--- src/rtl/owm_pkg.sv ---
package owm_pkg;
  typedef enum logic [1:0] {
    ENG_IDLE = 2'd0,
    ENG_RST  = 2'd1,
    ENG_SLOT = 2'd2
  } eng_state_t;

  localparam logic [2:0] A_CMD  = 3'd0;
  localparam logic [2:0] A_DATA = 3'd1;
  localparam logic [2:0] A_STAT = 3'd2;
  localparam logic [2:0] A_IEN  = 3'd3;
  localparam logic [2:0] A_DIV  = 3'd4;

  // status bit positions
  localparam int S_PD   = 0;
  localparam int S_PDR  = 1;
  localparam int S_TBE  = 2;
  localparam int S_TSRE = 3;
  localparam int S_RBF  = 4;
  localparam int S_RSRF = 5;
  localparam int NSTAT  = 6;
endpackage

--- src/rtl/owm_sync.sv ---
module owm_sync #(
  parameter int STAGES = 2
) (
  input  logic clk,
  input  logic rst_n,
  input  logic d,
  output logic q
);
  logic [STAGES-1:0] pipe;

  always_ff @(posedge clk or negedge rst_n) begin
    if (!rst_n) pipe <= '1;
    else        pipe <= {pipe[STAGES-2:0], d};
  end

  assign q = pipe[STAGES-1];
endmodule

--- src/rtl/owm_engine.sv ---
module owm_engine
  import owm_pkg::*;
#(
  parameter int DW       = 8,
  parameter int RST_LOW  = 480,
  parameter int RST_SAMP = 550,
  parameter int RST_END  = 960,
  parameter int SLOT_END = 70,
  parameter int LOW_ONE  = 6,
  parameter int LOW_ZERO = 60,
  parameter int SAMP_AT  = 15
) (
  input  logic          clk,
  input  logic          rst_n,
  input  logic          soft_rst,
  input  logic          tick,
  input  logic          bus_lvl,
  input  logic          go_rst,
  input  logic          go_byte,
  input  logic [DW-1:0] tx_byte,
  output logic          idle,
  output logic          rst_active,
  output logic          drv_low,
  output logic          rst_done,
  output logic          pres_lvl,
  output logic          byte_done,
  output logic [DW-1:0] rx_byte
);
  localparam int CW = $clog2(RST_END);
  localparam int IW = $clog2(DW);
  localparam logic [CW-1:0] K_RLOW  = CW'(RST_LOW);
  localparam logic [CW-1:0] K_RSAMP = CW'(RST_SAMP);
  localparam logic [CW-1:0] K_RLAST = CW'(RST_END - 1);
  localparam logic [CW-1:0] K_SLAST = CW'(SLOT_END - 1);
  localparam logic [CW-1:0] K_ONE   = CW'(LOW_ONE);
  localparam logic [CW-1:0] K_ZERO  = CW'(LOW_ZERO);
  localparam logic [CW-1:0] K_SAMP  = CW'(SAMP_AT);
  localparam logic [IW-1:0] K_BLAST = IW'(DW - 1);

  eng_state_t    st;
  logic [CW-1:0] cnt;
  logic [IW-1:0] idx;
  logic [DW-1:0] sh;

  always_ff @(posedge clk or negedge rst_n) begin
    if (!rst_n) begin
      st <= ENG_IDLE; cnt <= '0; idx <= '0; sh <= '0;
      rx_byte <= '0; pres_lvl <= 1'b1; rst_done <= 1'b0; byte_done <= 1'b0;
    end else if (soft_rst) begin
      st <= ENG_IDLE; cnt <= '0; idx <= '0;
      rst_done <= 1'b0; byte_done <= 1'b0;
    end else begin
      rst_done  <= 1'b0;
      byte_done <= 1'b0;
      case (st)
        ENG_IDLE: begin
          cnt <= '0;
          idx <= '0;
          if (go_rst) begin
            st <= ENG_RST;
          end else if (go_byte) begin
            st <= ENG_SLOT;
            sh <= tx_byte;
          end
        end
        ENG_RST: if (tick) begin
          if (cnt == K_RSAMP) pres_lvl <= bus_lvl;
          if (cnt == K_RLAST) begin
            st       <= ENG_IDLE;
            rst_done <= 1'b1;
          end else begin
            cnt <= cnt + 1'b1;
          end
        end
        ENG_SLOT: if (tick) begin
          if (cnt == K_SAMP) rx_byte <= {bus_lvl, rx_byte[DW-1:1]};
          if (cnt == K_SLAST) begin
            cnt <= '0;
            if (idx == K_BLAST) begin
              st        <= ENG_IDLE;
              byte_done <= 1'b1;
            end else begin
              idx <= idx + 1'b1;
              sh  <= {1'b0, sh[DW-1:1]};
            end
          end else begin
            cnt <= cnt + 1'b1;
          end
        end
        default: st <= ENG_IDLE;
      endcase
    end
  end

  always_comb begin
    case (st)
      ENG_RST:  drv_low = (cnt < K_RLOW);
      ENG_SLOT: drv_low = (cnt < (sh[0] ? K_ONE : K_ZERO));
      default:  drv_low = 1'b0;
    endcase
  end

  assign idle       = (st == ENG_IDLE);
  assign rst_active = (st == ENG_RST);
endmodule

--- src/rtl/owm_regs.sv ---
module owm_regs
  import owm_pkg::*;
#(
  parameter int DW = 8
) (
  input  logic          clk,
  input  logic          rst_n,
  input  logic          bus_wr,
  input  logic          bus_rd,
  input  logic [2:0]    bus_addr,
  input  logic [DW-1:0] bus_wdata,
  output logic [DW-1:0] bus_rdata,
  input  logic          bus_lvl,
  input  logic          eng_idle,
  input  logic          eng_rst_active,
  input  logic          rst_done,
  input  logic          pres_lvl,
  input  logic          byte_done,
  input  logic [DW-1:0] rx_byte,
  output logic          go_rst,
  output logic          go_byte,
  output logic [DW-1:0] tx_byte,
  output logic          soft_rst,
  output logic          force_low,
  output logic          irq,
  output logic [NSTAT-1:0] status_q
);
  logic          rst_req, tx_full, force_q;
  logic          pd, pdr, tbe, tsre, rbf, rsrf;
  logic [6:0]    ien;
  logic [DW-1:0] div_q, rx_buf;
  logic          wr_cmd, wr_data, wr_ien, wr_div, rd_stat, rd_data;
  logic [NSTAT-1:0] irq_mask;

  assign wr_cmd  = bus_wr && (bus_addr == A_CMD);
  assign wr_data = bus_wr && (bus_addr == A_DATA);
  assign wr_ien  = bus_wr && (bus_addr == A_IEN);
  assign wr_div  = bus_wr && (bus_addr == A_DIV);
  assign rd_stat = bus_rd && (bus_addr == A_STAT);
  assign rd_data = bus_rd && (bus_addr == A_DATA);

  assign soft_rst = wr_cmd && bus_wdata[5];
  assign go_rst   = eng_idle && rst_req;
  assign go_byte  = eng_idle && !rst_req && tx_full && !rsrf;

  always_ff @(posedge clk or negedge rst_n) begin
    if (!rst_n) begin
      rst_req <= 1'b0; tx_full <= 1'b0; force_q <= 1'b0; tx_byte <= '0;
      pd <= 1'b0; pdr <= 1'b1; tbe <= 1'b1; tsre <= 1'b1; rbf <= 1'b0; rsrf <= 1'b0;
      ien <= '0; div_q <= '0; rx_buf <= '0;
    end else if (soft_rst) begin
      rst_req <= 1'b0; tx_full <= 1'b0; force_q <= 1'b0;
      pd <= 1'b0; pdr <= 1'b1; tbe <= 1'b1; tsre <= 1'b1; rbf <= 1'b0; rsrf <= 1'b0;
    end else begin
      if (wr_cmd) begin
        force_q <= bus_wdata[2];
        if (bus_wdata[0]) rst_req <= 1'b1;
      end
      if (go_rst) rst_req <= 1'b0;
      if (wr_ien) ien <= bus_wdata[6:0];
      if (wr_div) div_q <= bus_wdata;
      // status read clears the event flags; later set events win
      if (rd_stat) begin
        pd <= 1'b0; tbe <= 1'b0; tsre <= 1'b0;
      end
      if (wr_data && !tx_full) begin
        tx_byte <= bus_wdata;
        tx_full <= 1'b1;
        tbe     <= 1'b0;
      end
      if (go_byte) begin
        tx_full <= 1'b0;
        tbe     <= 1'b1;
        tsre    <= 1'b0;
      end
      if (byte_done) tsre <= 1'b1;
      if (rst_done) begin
        pd  <= 1'b1;
        pdr <= pres_lvl;
      end
      if (rd_data) begin
        if (rsrf) begin
          rx_buf <= rx_byte;
          rsrf   <= 1'b0;
        end else begin
          rbf <= 1'b0;
        end
      end
      if (byte_done) begin
        if (rbf && !rd_data) begin
          rsrf <= 1'b1;
        end else begin
          rx_buf <= rx_byte;
          rbf    <= 1'b1;
        end
      end
    end
  end

  assign status_q  = {rsrf, rbf, tsre, tbe, pdr, pd};
  assign irq_mask  = {ien[5], ien[4], ien[3], ien[2], 1'b0, ien[0]};
  assign irq       = ien[1] ? (|(status_q & irq_mask)) : ~(|(status_q & irq_mask));
  assign force_low = force_q && ien[6];

  always_comb begin
    bus_rdata = '0;
    case (bus_addr)
      A_CMD: begin
        bus_rdata[0] = rst_req | eng_rst_active;
        bus_rdata[3] = bus_lvl;
      end
      A_DATA: bus_rdata = rx_buf;
      A_STAT: bus_rdata[NSTAT-1:0] = status_q;
      A_IEN:  bus_rdata[6:0] = ien;
      A_DIV:  bus_rdata = div_q;
      default: bus_rdata = '0;
    endcase
  end
endmodule

--- src/rtl/owm_master.sv ---
module owm_master
  import owm_pkg::*;
#(
  parameter int DW       = 8,
  parameter int SYNC     = 2,
  parameter int RST_LOW  = 480,
  parameter int RST_SAMP = 550,
  parameter int RST_END  = 960,
  parameter int SLOT_END = 70,
  parameter int LOW_ONE  = 6,
  parameter int LOW_ZERO = 60,
  parameter int SAMP_AT  = 15
) (
  input  logic          clk,
  input  logic          rst_n,
  input  logic          tick_1us,
  input  logic          bus_wr,
  input  logic          bus_rd,
  input  logic [2:0]    bus_addr,
  input  logic [DW-1:0] bus_wdata,
  output logic [DW-1:0] bus_rdata,
  input  logic          ow_in,
  output logic          ow_drive_low,
  output logic          irq
);
  logic          bus_lvl, eng_idle, eng_rst_active, eng_drv_low;
  logic          rst_done, pres_lvl, byte_done, go_rst, go_byte, soft_rst, force_low;
  logic [DW-1:0] rx_byte, tx_byte;
  logic [NSTAT-1:0] status_q;

  owm_sync #(.STAGES(SYNC)) u_sync (
    .clk(clk), .rst_n(rst_n), .d(ow_in), .q(bus_lvl)
  );

  owm_engine #(
    .DW(DW), .RST_LOW(RST_LOW), .RST_SAMP(RST_SAMP), .RST_END(RST_END),
    .SLOT_END(SLOT_END), .LOW_ONE(LOW_ONE), .LOW_ZERO(LOW_ZERO), .SAMP_AT(SAMP_AT)
  ) u_eng (
    .clk(clk), .rst_n(rst_n), .soft_rst(soft_rst), .tick(tick_1us), .bus_lvl(bus_lvl),
    .go_rst(go_rst), .go_byte(go_byte), .tx_byte(tx_byte),
    .idle(eng_idle), .rst_active(eng_rst_active), .drv_low(eng_drv_low),
    .rst_done(rst_done), .pres_lvl(pres_lvl), .byte_done(byte_done), .rx_byte(rx_byte)
  );

  owm_regs #(.DW(DW)) u_regs (
    .clk(clk), .rst_n(rst_n), .bus_wr(bus_wr), .bus_rd(bus_rd), .bus_addr(bus_addr),
    .bus_wdata(bus_wdata), .bus_rdata(bus_rdata), .bus_lvl(bus_lvl),
    .eng_idle(eng_idle), .eng_rst_active(eng_rst_active), .rst_done(rst_done),
    .pres_lvl(pres_lvl), .byte_done(byte_done), .rx_byte(rx_byte),
    .go_rst(go_rst), .go_byte(go_byte), .tx_byte(tx_byte), .soft_rst(soft_rst),
    .force_low(force_low), .irq(irq), .status_q(status_q)
  );

  assign ow_drive_low = eng_drv_low | force_low;
endmodule

--- config.mk ---
export PLATFORM = sky130hd
export DESIGN_NAME = owm_master
export DESIGN_NICKNAME = d
export VERILOG_FILES = /design/src/rtl/owm_pkg.sv /design/src/rtl/owm_sync.sv /design/src/rtl/owm_engine.sv /design/src/rtl/owm_regs.sv /design/src/rtl/owm_master.sv
export SDC_FILE = /design/constraint.sdc
export NUM_CORES = 1
export LEC_CHECK = 0
export BUFFER_PORTS_ARGS = -buffer_cell sky130_fd_sc_hd__buf_2
export CAP_MARGIN = 20
export CORE_ASPECT_RATIO = 0.8
export CORE_MARGIN = 1
export CORE_UTILIZATION = 55
export DETAILED_ROUTE_END_ITERATION = 10
export HOLD_SLACK_MARGIN = 0.15
export PLACE_DENSITY = 0.74
export SETUP_SLACK_MARGIN = 0.3
export SLEW_MARGIN = 20
export SYNTH_ARGS = -nofsm -noshare
export SYNTH_HDL_FRONTEND = slang
export SYNTH_SLANG_ARGS = --single-unit
export TNS_END_PERCENT = 20
--- constraint.sdc ---
create_clock -name clk -period 2.6 [get_ports clk]
set_clock_uncertainty 0.1 [all_clocks]
set_input_delay 0.52 -clock clk [delete_from_list [all_inputs] [get_ports clk]]
set_output_delay 0.52 -clock clk [all_outputs]
set_load 0.02 [all_outputs]
==> summary.md, run 1 <==
| Metric | Value |
|---|---|
| Area growth from synthesis to layout | `13.6%` |
| CTS HTree Levels | `3` |
| Post-synthesis cell count | `343` |
| Area leader, netlist | `dfrtp_1` |
| Chip height | `78.2 um` |
| Die Wd | `97.2 um` |
| Final core utilization | `0.651` |
| Worst hold start | `ow_in` |
| CTS tree | `built` |
| Pin count of the biggest net entering global routing | `77` |
| Peak VDD IR | `0.670 mV` |
| Slowest-stage cell, CP | `dfrtp_2` |
| CP max stage delay | `0.44 ns` |
| Via/cell ratio | `roughly 6` |
| Die ar. | `0.00760 mm2` |
| Core ar. | `around 0.0070 mm2` |
| Area of the multi-input gates | `0.00201 mm2` |
| Post-synth top cells | `dfrtp_1, mux2_2, nand2_1` |
| Post-synth EDFFs | `0` |
| Share of layout cells above drive strength 1 | `0.382` |
| Worst Setup End Kind | `output pin` |
| R2r setup slk | `0.29 ns` |
| Row count | `27` |
| Clock share of power | `0.285` |
| Worst r2r src | `u_eng.cnt[0]$_DFFE_PN0P_` |
| RSZ-0062 raised after global routing | `true` |
| Actual slew at the worst max-slew pin | `0.940 ns` |
| FF+latch area | `0.00191 mm2` |
| IO Count | `27` |
| Critical path depth | `7` |
| Setup_tns | `0 ns` |
| Port buffer count | `26` |
| Maximum root-to-sink buffer count | `2` |
| Worst r2r dst | `u_eng.cnt[7]$_DFFE_PN0P_` |
| Fin. max-slew vios | `0` |
| Post-Syn Nets | `371` |
| Gpl congestion | `0.891` |
| Fmax | `just under 400 MHz` |
| Fraction of registers with async set/reset | `1.00` |
| Outcome | `complete, no violations` |
| CP cell instances | `ha_1 -> nand2_1 -> a21oi_1 -> o21a_1 -> o21ai_0 -> a221o_1 -> buf_2` |
| Vias post-DR | `between 2000 and 3000` |
| Residual DRC | `0` |
| Nets | `405` |
| Detail Placement HPWL | `6.09 mm` |
| Worst setup SP type | `flip-flop` |
| Yosys warns | `0` |
| Tightest Hold Check Type | `input port to flip-flop` |
| Relative slew slack | `0.374` |
| FILL cells | `527` |
| Yosys reg bits | `76` |
| Top cells by area, synth | `dfrtp_1, mux2_2, dfstp_2` |
| Synth top area share | `0.439` |
| Post-route ant nets | `0` |
| Grt ovf | `0` |
| WP data arrival | `1.90 ns` |
| Ys flop type | `dfrtp_1` |
| WHS Endpoint | `u_sync.pipe[0]$_DFF_PN1_` |
| Worst Setup Path Type | `flip-flop to output pin` |
| Power per Cell Area | `between 800 and 900 mW/mm2` |
| Initial antenna violation count | `0` |
| Dpl cell area | `approximately 0.0042 mm2` |
| Cts bufs inserted | `9` |
| Hold Path Stages | `1` |
| Switch share | `0.314` |
| Internal power | `2640 uW` |
| Required @ worst endpoint | `roughly 2 ns` |
| Worst-Skew Late Latency | `0.36 ns` |
| Crit path max fanout | `3` |
| Initial DRC Count | `180` |
| Sink Count | `76` |
| Worst Reg-to-Reg Cells | `6` |
| Register share of total power | `0.407` |
| Vias in the first global route | `between 2000 and 3000` |
| Critical path buffers and inverters | `1` |
| CTS root buf | `clkbuf_8` |
| Most common cell in the netlist | `dfrtp_1` |
| First-pass GRT wire length | `14.2 mm` |
| Clk slew on worst S/H paths | `0.08 ns` |
| Number of diodes | `0` |
| Max-Cap Viols | `0` |
| Comb pwr share | `0.308` |
| CP delay by family, top | `compound AO/OA/AOI/OAI gates` |
| Setup Viol. Count Final | `0` |
| Avg WL per Cell | `18.2 um` |
| Post-synthesis sequential area ratio | `0.478` |
| Hold Fails Final Rpt | `0` |
| Fin crit period | `2.52 ns` |
| Final non-filler cell area | `0.00453 mm2` |
| Routed Wire Length | `roughly 8.5 mm` |
| Period utilization | `0.970` |
| Pre-Repair DR Iteration Count | `5` |
| Yosys cell types | `61` |
| Synth Area per Inst | `11.6 um2` |
| Leak Pwr | `between 0.0015 and 0.002 uW` |
| NetSw | `around 1200 uW` |
| Overall Global Routing Usage | `0.242` |
| Post-Syn Area | `0.00399 mm2` |
| Initial core utilization | `0.574` |
[flip-flops by register name, summed over array words and instances, names as in the netlist, 3 cells and up]
register and count:
u_regs.tx_byte 8, u_eng.idx 3, u_regs.rx_buf 8, u_eng.rx_byte 8
u_regs.div_q 8, u_eng.cnt 10, u_regs.ien 7, u_eng.sh 8
[worst max path at each step]
stage / startpoint / endpoint
4_1_cts: u_eng.sh[0]$_DFFE_PN0P_ / ow_drive_low
3_5_place_dp: bus_addr[1] / u_eng.cnt[7]$_DFFE_PN0P_
3_3_place_gp: bus_addr[0] / bus_rdata[6]
5_1_grt: u_eng.sh[0]$_DFFE_PN0P_ / ow_drive_low
6_report: u_eng.sh[0]$_DFFE_PN0P_ / ow_drive_low
2_1_floorplan: bus_addr[0] / bus_rdata[4]
[kinds of logic (layout without fill, tap and decap cells)]
kind of cell | after synthesis | after routing | share of synthesized area
flip-flops | 76 | 76 | 0.478
multiplexers | 67 | 67 | 0.190
buffers and inverters | 25 | 64 | 0.0270
XOR/XNOR | 1 | 1 | 0.00219
adder cells (fa/ha/maj) | 11 | 11 | 0.0345
AND/OR/NAND/NOR | 104 | 104 | 0.158
AO/OA/AOI/OAI | 59 | 59 | 0.110
[power groups by stage]
stage               Sequential [uW]  Clock, uW  Combinational (uW)
CTS                            1560       1120                1170
global route                   1590       1160                1310
detailed placement             1590          0                1150
floorplan                      1520          0                 911
finish                         1570       1100                1190
global placement               1580          0                1120
[area by class of cell]
| cell class | instances | share of cell area |
|---|---|---|
| clock buffers | 10 | 0.0282 |
| flip-flops and latches | 76 | 0.422 |
| well taps | 87 | 0.0240 |
| repair buffers | 36 | 0.0483 |
| inverters | 12 | 0.00994 |
| multi-input cells | 242 | 0.443 |
| clock inverters | 6 | 0.0246 |
[metrics by stage]
| stage | std cells | setup slack [ns] | hold slack [ns] | power (uW) |
|---|---|---|---|---|
| finish | 469 | 0.0780 | 0.166 | 3850 |
| global route | 469 | 0.00429 | 0.151 | 4060 |
| CTS | 469 | 0.0578 | 0.154 | 3850 |
| detailed placement | 451 | 0.184 | 0.248 | 2730 |
| global placement | 451 | 0.268 | 0.246 | 2690 |
| floorplan | 343 | 0.174 | 0.124 | 2430 |
[routing by layer]
layer | wire length, um | GRT usage | vias up
met1 | 4300 | 0.367 | 1414
met3 | 409 | 0.0570 | 7
met2 | 3730 | 0.344 | 62
met4 | 86 | 0.0735 | 0
met5 | 0 | 0 | -
li1 | - | - | 1320
[repair_timing]
item	in CTS	in global routing
pin swaps	0	2
hold buffers	0	0
endpoints found under the setup margin	8	24
setup buffers	2	0
gates resized for setup	3	15
[placed cells by master, fill, tap and decap left out, drive strengths merged, types with 5 or more instances in the layout]
cell    instances
dfrtp          70
mux2           60
buf            35
nand2          29
o21ai          17
nor2           15
nand3          15
inv            13
ha             11
clkbuf         11
a21oi          11
nor2b           7
mux2i           6
dfstp           6
a22oi           5
nor3            5
Note: power is estimated with default switching activity, not from simulation.
==> run 2: changes to the inputs <==
--- a/config.mk
+++ b/config.mk
@@ -17,5 +17,6 @@
 export SLEW_MARGIN = 20
 export SYNTH_ARGS = -nofsm -noshare
 export SYNTH_HDL_FRONTEND = slang
+export SYNTH_HIERARCHICAL = 1
 export SYNTH_SLANG_ARGS = --single-unit
 export TNS_END_PERCENT = 20
==> summary.md, run 2 <==
| Metric | Value |
|---|---|
| Outcome | `complete, no violations (unchanged)` |
| CTS tree | `built (unchanged)` |
| Nets | `436 (was 405)` |
| WP data arrival | `1.90 ns (about the same)` |
| Clk slew on worst S/H paths | `0.08 ns (about the same)` |
| Largest register by flop count | `u_eng/cnt (was u_eng.cnt)` |
| Grt ovf | `0 (unchanged)` |
| NetSw | `1280 uW (was 1210 uW)` |
| Sink Count | `76 (unchanged)` |
| Actual slew at the worst max-slew pin | `0.455 ns (was 0.940 ns)` |
| Slowest-stage cell, CP | `dfrtp_1 (was dfrtp_2)` |
| WHS Endpoint | `u_sync/pipe[1]$_DFF_PN1_ (was u_sync.pipe[0]$_DFF_PN1_)` |
| FF+latch area | `0.00191 mm2 (about the same)` |
| Worst Setup Path Type | `flip-flop to output pin (unchanged)` |
| Area growth from synthesis to layout | `22.3% (was 13.6%)` |
| Core ar. | `0.00689 mm2 (was 0.00696 mm2)` |
| Worst r2r dst | `u_eng/st[1]$_DFFE_PN0P_ (was u_eng.cnt[7]$_DFFE_PN0P_)` |
| Worst-Skew Late Latency | `0.35 ns (was 0.36 ns)` |
| Worst r2r src | `u_eng/cnt[8]$_DFFE_PN0P_ (was u_eng.cnt[0]$_DFFE_PN0P_)` |
| Routed Wire Length | `9.32 mm (was 8.52 mm)` |
| Max reg flops | `10 (unchanged)` |
| Comb pwr share | `0.331 (was 0.308)` |
| Die ar. | `0.00751 mm2 (was 0.00760 mm2)` |
| Most frequent CP cell | `buf_6` |
| Number of diodes | `0 (unchanged)` |
| Register share of total power | `0.396 (was 0.407)` |
| Max-Cap Viols | `0 (unchanged)` |
| Cts bufs inserted | `9 (unchanged)` |
| CP max stage delay | `0.39 ns (was 0.44 ns)` |
| Fin crit period | `2.52 ns (about the same)` |
| Gpl congestion | `0.888 (was 0.891)` |
| First-pass GRT wire length | `15.0 mm (was 14.2 mm)` |
| Required @ worst endpoint | `1.98 ns (about the same)` |
| Hold Fails Final Rpt | `0 (unchanged)` |
| Share of layout cells above drive strength 1 | `0.409 (was 0.382)` |
| Internal power | `2680 uW (was 2640 uW)` |
| Synth Area per Inst | `11.1 um2 (was 11.6 um2)` |
| Die Wd | `96.6 um (was 97.2 um)` |
| Chip height | `77.7 um (was 78.2 um)` |
| Area of the multi-input gates | `0.00210 mm2 (was 0.00201 mm2)` |
| Pre-Repair DR Iteration Count | `6 (was 5)` |
| Hold Path Stages | `0 (was 1)` |
| Fmax | `397 MHz (about the same)` |
| Relative slew slack | `0.697 (was 0.374)` |
| CP delay by family, top | `flip-flops (was compound AO/OA/AOI/OAI gates)` |
| Overall Global Routing Usage | `0.261 (was 0.242)` |
| CP cell instances | `buf_6 -> ha_4 -> a31o_4 -> a21oi_2 -> o21ai_1 -> o31ai_1 -> or2_1 -> buf_6 (was ha_1 -> nand2_1 -> a21oi_1 -> o21a_1 -> o21ai_0 -> a221o_1 -> buf_2)` |
| Post-Syn Nets | `383 (was 371)` |
| Initial DRC Count | `243 (was 180)` |
| Worst Setup End Kind | `output pin (unchanged)` |
| Most frequent cells in the layout | `dfrtp_1, mux2_2, nand2_1, buf_4, o21ai_0 (was dfrtp_1, mux2_2, nand2_1, buf_2, nor2_1)` |
| Avg WL per Cell | `18.6 um (was 18.2 um)` |
| Worst setup SP type | `flip-flop (unchanged)` |
| Worst hold start | `u_sync/pipe[0]$_DFF_PN1_ (was ow_in)` |
| Pin count of the biggest net entering global routing | `36 (was 77)` |
| Peak VDD IR | `0.356 mV (was 0.670 mV)` |
| Detail Placement HPWL | `6.44 mm (was 6.09 mm)` |
| R2r setup slk | `0.13 ns (was 0.29 ns)` |
| Leak Pwr | `0.00215 uW (was 0.00199 uW)` |
| Residual DRC | `0 (unchanged)` |
| CTS HTree Levels | `3 (unchanged)` |
| Initial antenna violation count | `0 (unchanged)` |
| Commonest non-fill, non-tap cell in the layout | `dfrtp_1 (unchanged)` |
| Fin. max-slew vios | `0 (unchanged)` |
| Period utilization | `0.969 (was 0.970)` |
| Switch share | `0.324 (was 0.314)` |
| Pwr Total | `3960 uW (was 3850 uW)` |
| Worst Reg-to-Reg Cells | `5 (was 6)` |
| Vias in the first global route | `2893 (was 2715)` |
| RSZ-0062 raised after global routing | `true (unchanged)` |
| Initial core utilization | `0.572 (was 0.574)` |
| Post-route ant nets | `0 (unchanged)` |
| Clock share of power | `0.273 (was 0.285)` |
| Setup Viol. Count Final | `0 (unchanged)` |
| Yosys warns | `6 (was 0)` |
| Critical path buffers and inverters | `2 (was 1)` |
| Post-synthesis cell count | `355 (was 343)` |
| Maximum root-to-sink buffer count | `2 (unchanged)` |
| Vias post-DR | `3031 (was 2803)` |
| Power per Cell Area | `822 mW/mm2 (was 850 mW/mm2)` |
| Via/cell ratio | `6.06 (was 5.98)` |
| IO Count | `27 (unchanged)` |
| Setup_tns | `0 ns (unchanged)` |
| Crit path max fanout | `2 (was 3)` |
| Row count | `27 (unchanged)` |
| CTS root buf | `clkbuf_8 (unchanged)` |
| Tightest Hold Check Type | `flip-flop to flip-flop (was input port to flip-flop)` |
| Port buffer count | `26 (unchanged)` |
| Post-Syn Area | `0.00394 mm2 (was 0.00399 mm2)` |
| FILL cells | `510 (was 527)` |
[run 2: metal layers]
| metal | vias up | wire (um) | GRT usage |
|---|---|---|---|
| li1 | 1391 | - | - |
| met1 | 1535 | 4510 | 0.382 |
| met2 | 90 | 4190 | 0.372 |
| met3 | 15 | 477 | 0.0766 |
| met4 | 0 | 140 | 0.0821 |
| met5 | - | 0 | 0 |
[run 2: worst max-delay path by stage]
stage | from | to | slack [ns] | depth (start not counted)
after floorplan | u_eng/cnt[7]$_DFFE_PN0P_ | u_eng/st[0]$_DFFE_PN0P_ | 0.18 | 5
after global placement | u_eng/cnt[8]$_DFFE_PN0P_ | u_eng/st[1]$_DFFE_PN0P_ | 0.15 | 5
after detailed placement | bus_addr[2] | u_eng/cnt[3]$_DFFE_PN0P_ | 0.10 | 7
after CTS | u_eng/cnt[3]$_DFFE_PN0P_ | ow_drive_low | 0.05 | 8
after global routing | u_eng/cnt[3]$_DFFE_PN0P_ | ow_drive_low | -0.01 | 8
final | u_eng/cnt[3]$_DFFE_PN0P_ | ow_drive_low | 0.08 | 8
[run 2: area by class of cell]
type                            count  area share
Multi-Input combinational cell    251       0.436
Clock buffer                       10      0.0265
Clock inverter                      6      0.0234
Timing Repair Buffer               55      0.0828
Sequential cell                    76       0.397
Inverter                           15      0.0117
Tap cell                           87      0.0226
[run 2: power groups by stage]
stage	Combinational (uW)	Clock [uW]	Sequential, uW
detailed placement	1070	0	1580
CTS	1200	1100	1560
floorplan	789	0	1510
global route	1430	1160	1590
finish	1310	1080	1570
global placement	1040	0	1570
[run 2: what timing repair did]
action                                  in CTS  in global routing
cloned                                       0                  0
pin swaps                                    8                 17
endpoints found under the setup margin      10                 30
buffers inserted                             6                  1
endpoints found under the hold margin       33                  1
resized for setup                           16                 29
hold buffers                                 1                  1
[run 2: metrics by stage]
stage | instance area [um2] | cells | setup WS (ns) | util | hold slack [ns]
global route | 4820 | 500 | -0.0142 | 0.699 | 0.261
finish | 4820 | 500 | 0.0808 | 0.699 | 0.258
global placement | 4320 | 475 | 0.152 | 0.626 | 0.246
floorplan | 3990 | 355 | 0.184 | - | 0.124
CTS | 4690 | 498 | 0.0464 | 0.681 | 0.154
detailed placement | 4320 | 475 | 0.104 | 0.626 | 0.248
